===== config.mk =====
export PLATFORM = sky130hd
export DESIGN_NAME = coreclk_ratio_ctrl
export DESIGN_NICKNAME = d
export VERILOG_FILES = /design/src/rtl/coreclk_pkg.sv /design/src/rtl/coreclk_regs.sv /design/src/rtl/coreclk_lane.sv /design/src/rtl/coreclk_ratio_ctrl.sv
export SDC_FILE = /design/constraint.sdc
export NUM_CORES = 1
export LEC_CHECK = 0
export ABC_CLOCK_PERIOD_IN_PS = 3900
export BUFFER_PORTS_ARGS = -buffer_cell sky130_fd_sc_hd__buf_2
export CORE_MARGIN = 2
export CORE_UTILIZATION = 40
export DETAILED_ROUTE_END_ITERATION = 16
export PLACE_DENSITY_LB_ADDON = 0.2
export SLEW_MARGIN = 20
export SYNTH_ARGS = -nofsm -noshare
export SYNTH_HDL_FRONTEND = slang
export SYNTH_SLANG_ARGS = --single-unit

===== constraint.sdc =====
create_clock -name clk -period 3.9 [get_ports clk]
set_input_delay 0.78 -clock clk [delete_from_list [all_inputs] [get_ports clk]]
set_output_delay 0.78 -clock clk [all_outputs]
set_load 0.05 [all_outputs]

===== src/rtl/coreclk_pkg.sv =====
package coreclk_pkg;
  localparam int RATIO_W      = 6;
  localparam int FIELD_STRIDE = 8;
  localparam int SEL_BASE     = 20;
  localparam int TRIG_BIT     = 24;
  localparam int MAX_RATIO    = 3;
  localparam logic [3:0] CTRL_ADDR  = 4'h0;
  localparam logic [3:0] RATIO_ADDR = 4'hC;

  // Clamp a staged field to the legal ratio range.
  function automatic logic [RATIO_W-1:0] sat_ratio(input logic [RATIO_W-1:0] r);
    if (r == '0) return RATIO_W'(1);
    if (r > RATIO_W'(MAX_RATIO)) return RATIO_W'(MAX_RATIO);
    return r;
  endfunction
endpackage


===== src/rtl/coreclk_regs.sv =====
module coreclk_regs
  import coreclk_pkg::*;
#(
  parameter int ADDR_W = 4,
  parameter int DATA_W = 32
) (
  input  logic              clk,
  input  logic              rst_n,
  input  logic              wr_en,
  input  logic [ADDR_W-1:0] addr,
  input  logic [DATA_W-1:0] wdata,
  output logic [DATA_W-1:0] rdata,
  output logic [DATA_W-1:0] ctrl_q,
  output logic [DATA_W-1:0] ratio_q,
  output logic              trig_rise
);
  logic trig_q;
  logic hit_ctrl, hit_ratio;

  assign hit_ctrl  = (addr == ADDR_W'(CTRL_ADDR));
  assign hit_ratio = (addr == ADDR_W'(RATIO_ADDR));

  always_ff @(posedge clk) begin
    if (!rst_n) begin
      ctrl_q  <= '0;
      ratio_q <= '0;
      trig_q  <= 1'b0;
    end else begin
      trig_q <= ctrl_q[TRIG_BIT];
      if (wr_en && hit_ctrl)  ctrl_q  <= wdata;
      if (wr_en && hit_ratio) ratio_q <= wdata;
    end
  end

  assign trig_rise = ctrl_q[TRIG_BIT] & ~trig_q;

  always_comb begin
    rdata = '0;
    if (hit_ctrl)       rdata = ctrl_q;
    else if (hit_ratio) rdata = ratio_q;
  end


  trig_once_chk: assert property (@(posedge clk) disable iff (!rst_n)
    trig_rise |=> !trig_rise);

  ratio_wr_chk: assert property (@(posedge clk) disable iff (!rst_n)
    (wr_en && hit_ratio) |=> (ratio_q == $past(wdata)));
endmodule


===== src/rtl/coreclk_lane.sv =====
module coreclk_lane
  import coreclk_pkg::*;
(
  input  logic               clk,
  input  logic               rst_n,
  input  logic               load_i,
  input  logic [RATIO_W-1:0] staged_i,
  output logic               tick_o
);
  logic [RATIO_W-1:0] active_q, pend_q, cnt_q;
  logic               pend_v_q;
  logic               wrap;
  logic [1:0]         gap_q;

  assign wrap   = (cnt_q == active_q - RATIO_W'(1));
  assign tick_o = wrap;

  always_ff @(posedge clk) begin
    if (!rst_n) begin
      active_q <= RATIO_W'(1);
      pend_q   <= RATIO_W'(1);
      pend_v_q <= 1'b0;
      cnt_q    <= '0;
    end else begin
      cnt_q <= wrap ? '0 : cnt_q + RATIO_W'(1);
      if (wrap && pend_v_q) active_q <= pend_q;
      if (load_i) begin
        pend_q   <= sat_ratio(staged_i);
        pend_v_q <= 1'b1;
      end else if (wrap) begin
        pend_v_q <= 1'b0;
      end
    end
  end

  // Gap tracker used only by the properties below.
  always_ff @(posedge clk) begin
    if (!rst_n)      gap_q <= '0;
    else if (wrap)   gap_q <= '0;
    else if (gap_q != 2'd3) gap_q <= gap_q + 2'd1;
  end


  ratio_range_chk: assert property (@(posedge clk) disable iff (!rst_n)
    (active_q >= RATIO_W'(1)) && (active_q <= RATIO_W'(MAX_RATIO)));

  switch_at_wrap_chk: assert property (@(posedge clk) disable iff (!rst_n)
    !wrap |=> $stable(active_q));

  tick_gap_chk: assert property (@(posedge clk) disable iff (!rst_n)
    gap_q < 2'(MAX_RATIO));
endmodule


===== src/rtl/coreclk_ratio_ctrl.sv =====
module coreclk_ratio_ctrl
  import coreclk_pkg::*;
#(
  parameter int NUM_CORES = 4,
  parameter int ADDR_W    = 4,
  parameter int DATA_W    = 32
) (
  input  logic              clk,
  input  logic              rst_n,
  input  logic              reg_wr,
  input  logic [ADDR_W-1:0] reg_addr,
  input  logic [DATA_W-1:0] reg_wdata,
  output logic [DATA_W-1:0] reg_rdata,
  output logic [NUM_CORES-1:0] core_tick
);
  logic [DATA_W-1:0]    ctrl_q, ratio_q;
  logic                 trig_rise;
  logic [NUM_CORES-1:0] load_vec;

  coreclk_regs #(.ADDR_W(ADDR_W), .DATA_W(DATA_W)) u_regs (
    .clk(clk), .rst_n(rst_n), .wr_en(reg_wr), .addr(reg_addr),
    .wdata(reg_wdata), .rdata(reg_rdata), .ctrl_q(ctrl_q),
    .ratio_q(ratio_q), .trig_rise(trig_rise)
  );

  for (genvar i = 0; i < NUM_CORES; i++) begin : g_core
    logic [RATIO_W-1:0] staged;
    assign staged      = ratio_q[i*FIELD_STRIDE +: RATIO_W];
    assign load_vec[i] = trig_rise & ctrl_q[SEL_BASE + i];

    coreclk_lane u_lane (
      .clk(clk), .rst_n(rst_n), .load_i(load_vec[i]),
      .staged_i(staged), .tick_o(core_tick[i])
    );
  end


  load_needs_sel_chk: assert property (@(posedge clk) disable iff (!rst_n)
    $countones(load_vec) > 0 |-> $countones(ctrl_q[SEL_BASE +: NUM_CORES]) > 0);
endmodule


==> flow_summary.ini, run 1 <==
[grt]
grt_overflow_total = 0
antenna_found_initial = 0
grt_max_degree = 104
grt_pass1_vias = 4967
grtUsageTotal = 0.177
grt_pass1_wl_mm = 23.7

[timing]
timing.slew.headroom = 0.409
fin_ws_ns = 0.500
rsz0062_at_grt = no
clock.fmax_mhz = 294
slew_violations = 0
worst_pin_slew_ns = 0.887
skew_ns = 0.00413
fin_crit_ns = 3.40
setup-tns-final_ns = 0
hold_viol_final = 0
setup_viol = 0
finalCritPeriodShare = 0.872

[pwr]
powerDensity_nw_per_um2 = 428
vdd_drop_max_mv = 0.224
p_leak_nw = 2.76

[clock_network]
cts_tree = done
htree_levels = 4
clockBufferDepth = 2
numCtsBuffers = 17
clock_latency_ns = 0.41
cts_setup_buffers = 0
clock-sinks = 141
cts.repair.resized = 0
holdBufCountCts = 0
cts_root_buf = clkbuf_16
clkSlewWorstSetupHoldPaths_ns = 0.05

[yosys]
ys.warnings.count = 0
ys_seq_area_frac = 0.451
syn_area_per_cell_sq_um = 8.64
synth_area_leader_cell = dfxtp_1
ys_ff_latch = 141
syn-num-nets = 772
synthCells = 725
syn-cell-area_sq_um = 6260
synth_cell_types = 46
yosysTopAreaCellShare = 0.451
synthTopCellsByArea = dfxtp_1, nand2_1, a21boi_0

[die]
design.die.area_sq_um = 16700
die_height_um = 129
num_rows = 45
dieWidth_um = 129
initial_core_util = 0.411
io_pins = 75
coreArea_sq_um = 15300

[worst_hold_path]
hold_depth = 2
holdPathEnd = g_core[2].u_lane.pend_v_q$_SDFFE_PN0P_
hold_class = reg2reg
min_from = g_core[2].u_lane.pend_v_q$_SDFFE_PN0P_

[critical_path]
required_ns = 3.12
r2r_end = g_core[0].u_lane.active_q[0]$_SDFFE_PN1P_
reg2reg_depth = 7
crit_chain = inv_1 -> ha_1 -> xor2_1 -> nand2_1 -> or4b_4 -> nor2_2 -> buf_2
cpMaxStageDelayCell = or4b_4
r2r_setup_slack_ns = 1.58
rr_startpoint = g_core[0].u_lane.active_q[0]$_SDFFE_PN1P_
crit_family = simple AND/OR/NAND/NOR gates
start_kind = flop
arrival_ns = 2.62
crit_path_end_kind = primary output
path_depth = 7
critPathMaxFanout = 8
critPathKind = reg2out
crit_buf_inv = 2
max_stage_delay_ns = 0.56

[detailed_routing]
via_count = 4982
route.detailed.drc = 0
ant_nets = 0
wl_per_cell_um = 13.8
drt_iter0_drc = 247
routed_wl_mm = 13.9
drt_pass1_iterations = 4
viasPerCell = 4.96

[place]
routabilityCongestion = 0.852
place_ws_ns = 0.917
placed_cell_area_sq_um = 6780
dp_hpwl_mm = 9.59
port_buffers = 74

[layout]
fin_nets = 829
n_antenna_cell = 0
postLayoutCoreUtil = 0.484
drive_gt1_frac = 0.168
final_cell_mix = nand2_1, dfxtp_1, buf_2
final_area_sq_um = 7380
area_growth_pct = 17.8
mostFrequentLayoutCell = nand2_1
n_fill_cell = 1477

[run]
maxCapViolations = 0

[outcome]
status = complete, no violations
-- worst min-delay path, stage by stage, from the launching register on --
cell     delay (ns)
dfxtp_1        0.30
nand2_1        0.05
o21ai_1        0.05
-- final cells by class --
class                   instances  area (sq um)  area share
flip-flops and latches        141          2820       0.382
multi-input cells             519          3180       0.431
repair buffers                 83           440      0.0597
inverters                      20          75.1      0.0102
clock inverters                11           141      0.0192
clock buffers                  20           457      0.0619
well taps                     211           264      0.0358
-- how the worst max path moves through the flow --
| stage | slack [ns] | from | end |
|---|---|---|---|
| floorplan | 1.10 | reg_addr[1] | reg_rdata[10] |
| global placement | 1.0 | g_core[2].u_lane.active_q[0]$_SDFFE_PN1P_ | core_tick[2] |
| detailed placement | 0.92 | g_core[3].u_lane.active_q[0]$_SDFFE_PN1P_ | core_tick[3] |
| CTS | 0.48 | g_core[3].u_lane.active_q[0]$_SDFFE_PN1P_ | core_tick[3] |
| global route | 0.33 | g_core[2].u_lane.active_q[0]$_SDFFE_PN1P_ | core_tick[2] |
| finish | 0.50 | g_core[2].u_lane.active_q[0]$_SDFFE_PN1P_ | core_tick[2] |
-- cell usage after synthesis, drive strengths merged --
| master | count |
|---|---|
| a21boi | 66 |
| a21oi | 7 |
| a221oi | 2 |
| a22o | 32 |
| a41oi | 2 |
| and2 | 7 |
| and3 | 18 |
| buf | 11 |
| clkbuf | 34 |
| dfxtp | 141 |
| ha | 8 |
| inv | 20 |
| mux2i | 21 |
| nand2 | 208 |
| nand3 | 13 |
| nor2 | 34 |
| nor2b | 3 |
| nor3 | 8 |
| nor3b | 4 |
| nor4 | 7 |
| nor4b | 2 |
| o2111ai | 1 |
| o211ai | 5 |
| o21a | 1 |
| o21ai | 8 |
| o21ba | 2 |
| o21bai | 2 |
| o221a | 4 |
| o311ai | 2 |
| o31ai | 1 |
| o32ai | 4 |
| or4b | 2 |
| xnor2 | 26 |
| xor2 | 19 |
-- metal layers --
layer,track usage,share of wire,wire length (um),up-vias
met5,0,0,0,-
met2,0.289,0.46,6430,87
met3,0.0603,0.055,767,11
met4,0.0537,0.010,140,0
met1,0.222,0.47,6550,2338
li1,-,-,-,2546
-- kinds of logic (layout without fill, tap and decap cells) --
family / after synthesis / in the layout / share of synthesized area
mux: 21 / 21 / 0.0336
fa+ha+maj: 8 / 8 / 0.0160
xor+xnor: 45 / 45 / 0.0629
buf+inv: 65 / 134 / 0.0437
flops: 141 / 141 / 0.451
compound gates: 139 / 139 / 0.175
simple gates: 306 / 306 / 0.219
-- metrics by stage --
step                      power, mW  std cells  hold slack [ns]
final                          3.16       1005            0.445
after global routing           3.28       1005            0.465
after CTS                      3.19       1005            0.445
after detailed placement       1.58        974            0.437
after global placement         1.57        974            0.441
after floorplan                1.54        725            0.425
-- power breakdown --
part	total, mW	switching [mW]	internal [mW]
clock network	1.62	0.585	1.03
registers	1.46	0.00574	1.45
logic	0.0900	0.0557	0.0342
total	3.16	0.647	2.52
-- registers in the layout, summed over array words and instances, names as in the netlist --
| signal | cells |
|---|---|
| g_core.u_lane.active_q | 24 |
| g_core.u_lane.cnt_q | 24 |
| g_core.u_lane.pend_q | 24 |
| g_core.u_lane.pend_v_q | 4 |
| u_regs.ctrl_q | 32 |
| u_regs.ratio_q | 32 |
| u_regs.trig_q | 1 |
Power figures use the tool's default switching activity.
==> run 2: changes to the inputs <==
--- a/constraint.sdc
+++ b/constraint.sdc
@@ -3,2 +3,2 @@
 set_output_delay 0.78 -clock clk [all_outputs]
-set_load 0.05 [all_outputs]
+set_load 0.005 [all_outputs]
==> run 2 against run 1 <==
Hold slack better by 0.0072 ns. Non-clock buffer count is 2 higher. Final area is 1.3% lower. Critical endpoint unchanged. Critical path depth stayed put. Sequential share of layout area is 0.52 points higher. Fmax is 5.1% higher. Count of clock-buffer cells in the layout is 6 higher. Wire length is 0.43% higher.
==> flow_summary.ini, run 2 (same netlist as run 1, synthesis figures left out) <==
[layout]
reg_top3 = u_regs.ctrl_q x32, u_regs.ratio_q x32
n_antenna_cell = 0
fin_nets = 831
drive_gt1_frac = 0.159
area_growth_pct = 16.3
mostFrequentLayoutCell = nand2_1
postLayoutCoreUtil = 0.477
final_cell_mix = nand2_1, dfxtp_1, buf_2

[critical_path]
crit_path_end_kind = primary output
critPathKind = reg2out
reg2reg_depth = 7
max_stage_delay_ns = 0.56
arrival_ns = 2.46
critPathMaxFanout = 8
crit_family = simple AND/OR/NAND/NOR gates
crit_buf_inv = 2
path_depth = 7
required_ns = 3.12
crit_chain = inv_1 -> ha_1 -> xor2_1 -> nand2_1 -> or4b_4 -> nor2_2 -> buf_2
start_kind = flop
cpMaxStageDelayCell = or4b_4

[clock_network]
clock_latency_ns = 0.40
clock-sinks = 141
cts.repair.resized = 0
htree_levels = 4
cts_tree = done
cts_setup_buffers = 0
numCtsBuffers = 17
holdBufCountCts = 0
clkSlewWorstSetupHoldPaths_ns = 0.05
clockBufferDepth = 2
cts_root_buf = clkbuf_16

[die]
dieWidth_um = 129
initial_core_util = 0.411
io_pins = 75
design.die.area_sq_um = 16700
die_height_um = 129
coreArea_sq_um = 15300
num_rows = 45

[pwr]
vdd_drop_max_mv = 0.194
combPwrFrac = 0.031
p_int_mw = 2.30
p_leak_nw = 2.72
pwr-share-clk = 0.468
switchingPower_mw = 0.602
powerDensity_nw_per_um2 = 398
seqPwrFrac = 0.502
swShare = 0.207

[timing]
hold_viol_final = 0
setup_viol = 0
worst_pin_slew_ns = 0.717
fin_crit_ns = 3.24
slew_violations = 0
skew_ns = 0.00583
timing.slew.headroom = 0.518
clock.fmax_mhz = 309
hold_ws_ns = 0.452
finalCritPeriodShare = 0.830
rsz0062_at_grt = no
setup-tns-final_ns = 0

[place]
dp_hpwl_mm = 9.64
port_buffers = 74
routabilityCongestion = 0.780

[grt]
grtUsageTotal = 0.179
grt_pass1_wl_mm = 23.8
grt_max_degree = 69
grt_pass1_vias = 5020
antenna_found_initial = 0
grt_overflow_total = 0

[detailed_routing]
viasPerCell = 4.99
drt_pass1_iterations = 4
route.detailed.drc = 0
wl_per_cell_um = 13.9
ant_nets = 0
via_count = 5015
routed_wl_mm = 13.9
drt_iter0_drc = 339

[worst_hold_path]
hold_depth = 2
hold_class = reg2reg

[run]
maxCapViolations = 0

[outcome]
status = complete, no violations
## run 2: changes by cell type in the layout (fill, tap and decap cells not counted)
cell,before,now
clkbuf_1,1,8
clkinvlp_4,3,0
clkinv_2,4,3
buf_4,10,12
bufinv_16,3,0
clkbuf_8,2,1
inv_6,1,0
## run 2: layout make-up
type	instances	area, sq um
inverters	20	75.1
clock buffers	26	469
flip-flops and latches	141	2820
fillers	1468	7980
clock inverters	3	15.0
multi-input cells	519	3180
well taps	211	264
repair buffers	85	455
## run 2: worst min-delay path: cells and delay by family, from the launching register on
kind | cells | cell delay [ns]
DFF | 1 | 0.30
muxes | 1 | 0.05
and+or+nand+nor | 1 | 0.05
## run 2: worst paths after layout
path | startpoint | to | slack (ns)
max reg2reg | g_core[0].u_lane.active_q[0]$_SDFFE_PN1P_ | g_core[0].u_lane.cnt_q[2]$_SDFF_PP0_ | 1.65
min reg2reg | g_core[2].u_lane.pend_q[2]$_SDFFE_PN0P_ | g_core[2].u_lane.active_q[2]$_SDFFE_PN0P_ | 0.45
max | g_core[2].u_lane.active_q[0]$_SDFFE_PN1P_ | core_tick[2] | 0.66
min | g_core[2].u_lane.pend_q[2]$_SDFFE_PN0P_ | g_core[2].u_lane.active_q[2]$_SDFFE_PN0P_ | 0.45
## run 2: power groups by stage
stage / logic [mW] / registers, mW / clock network, mW
2_1_floorplan: 0.0484 / 1.48 / 0
3_3_place_gp: 0.0872 / 1.49 / 0
3_5_place_dp: 0.0891 / 1.49 / 0
4_1_cts: 0.0894 / 1.46 / 1.39
5_1_grt: 0.0992 / 1.46 / 1.46
6_report: 0.0892 / 1.46 / 1.36
## run 2: metal layers
layer  routed length [um]  up-vias  part of all wire  global-route usage
li1                     -     2558                 -                   -
met4                  204        0             0.015              0.0703
met2                 6610       93              0.47               0.293
met5                    0        -                 0                   0
met1                 6380     2347              0.46               0.221
met3                  744       17             0.053              0.0545
## run 2: stage by stage
step | power [mW] | worst slack (ns) | cell area (sq um) | instances
after floorplan | 1.53 | 1.25 | 6260 | 725
after global placement | 1.57 | 1.16 | 6800 | 976
after detailed placement | 1.58 | 1.08 | 6800 | 976
after CTS | 2.94 | 0.626 | 7280 | 1005
after global routing | 3.02 | 0.469 | 7280 | 1005
final | 2.90 | 0.663 | 7280 | 1005
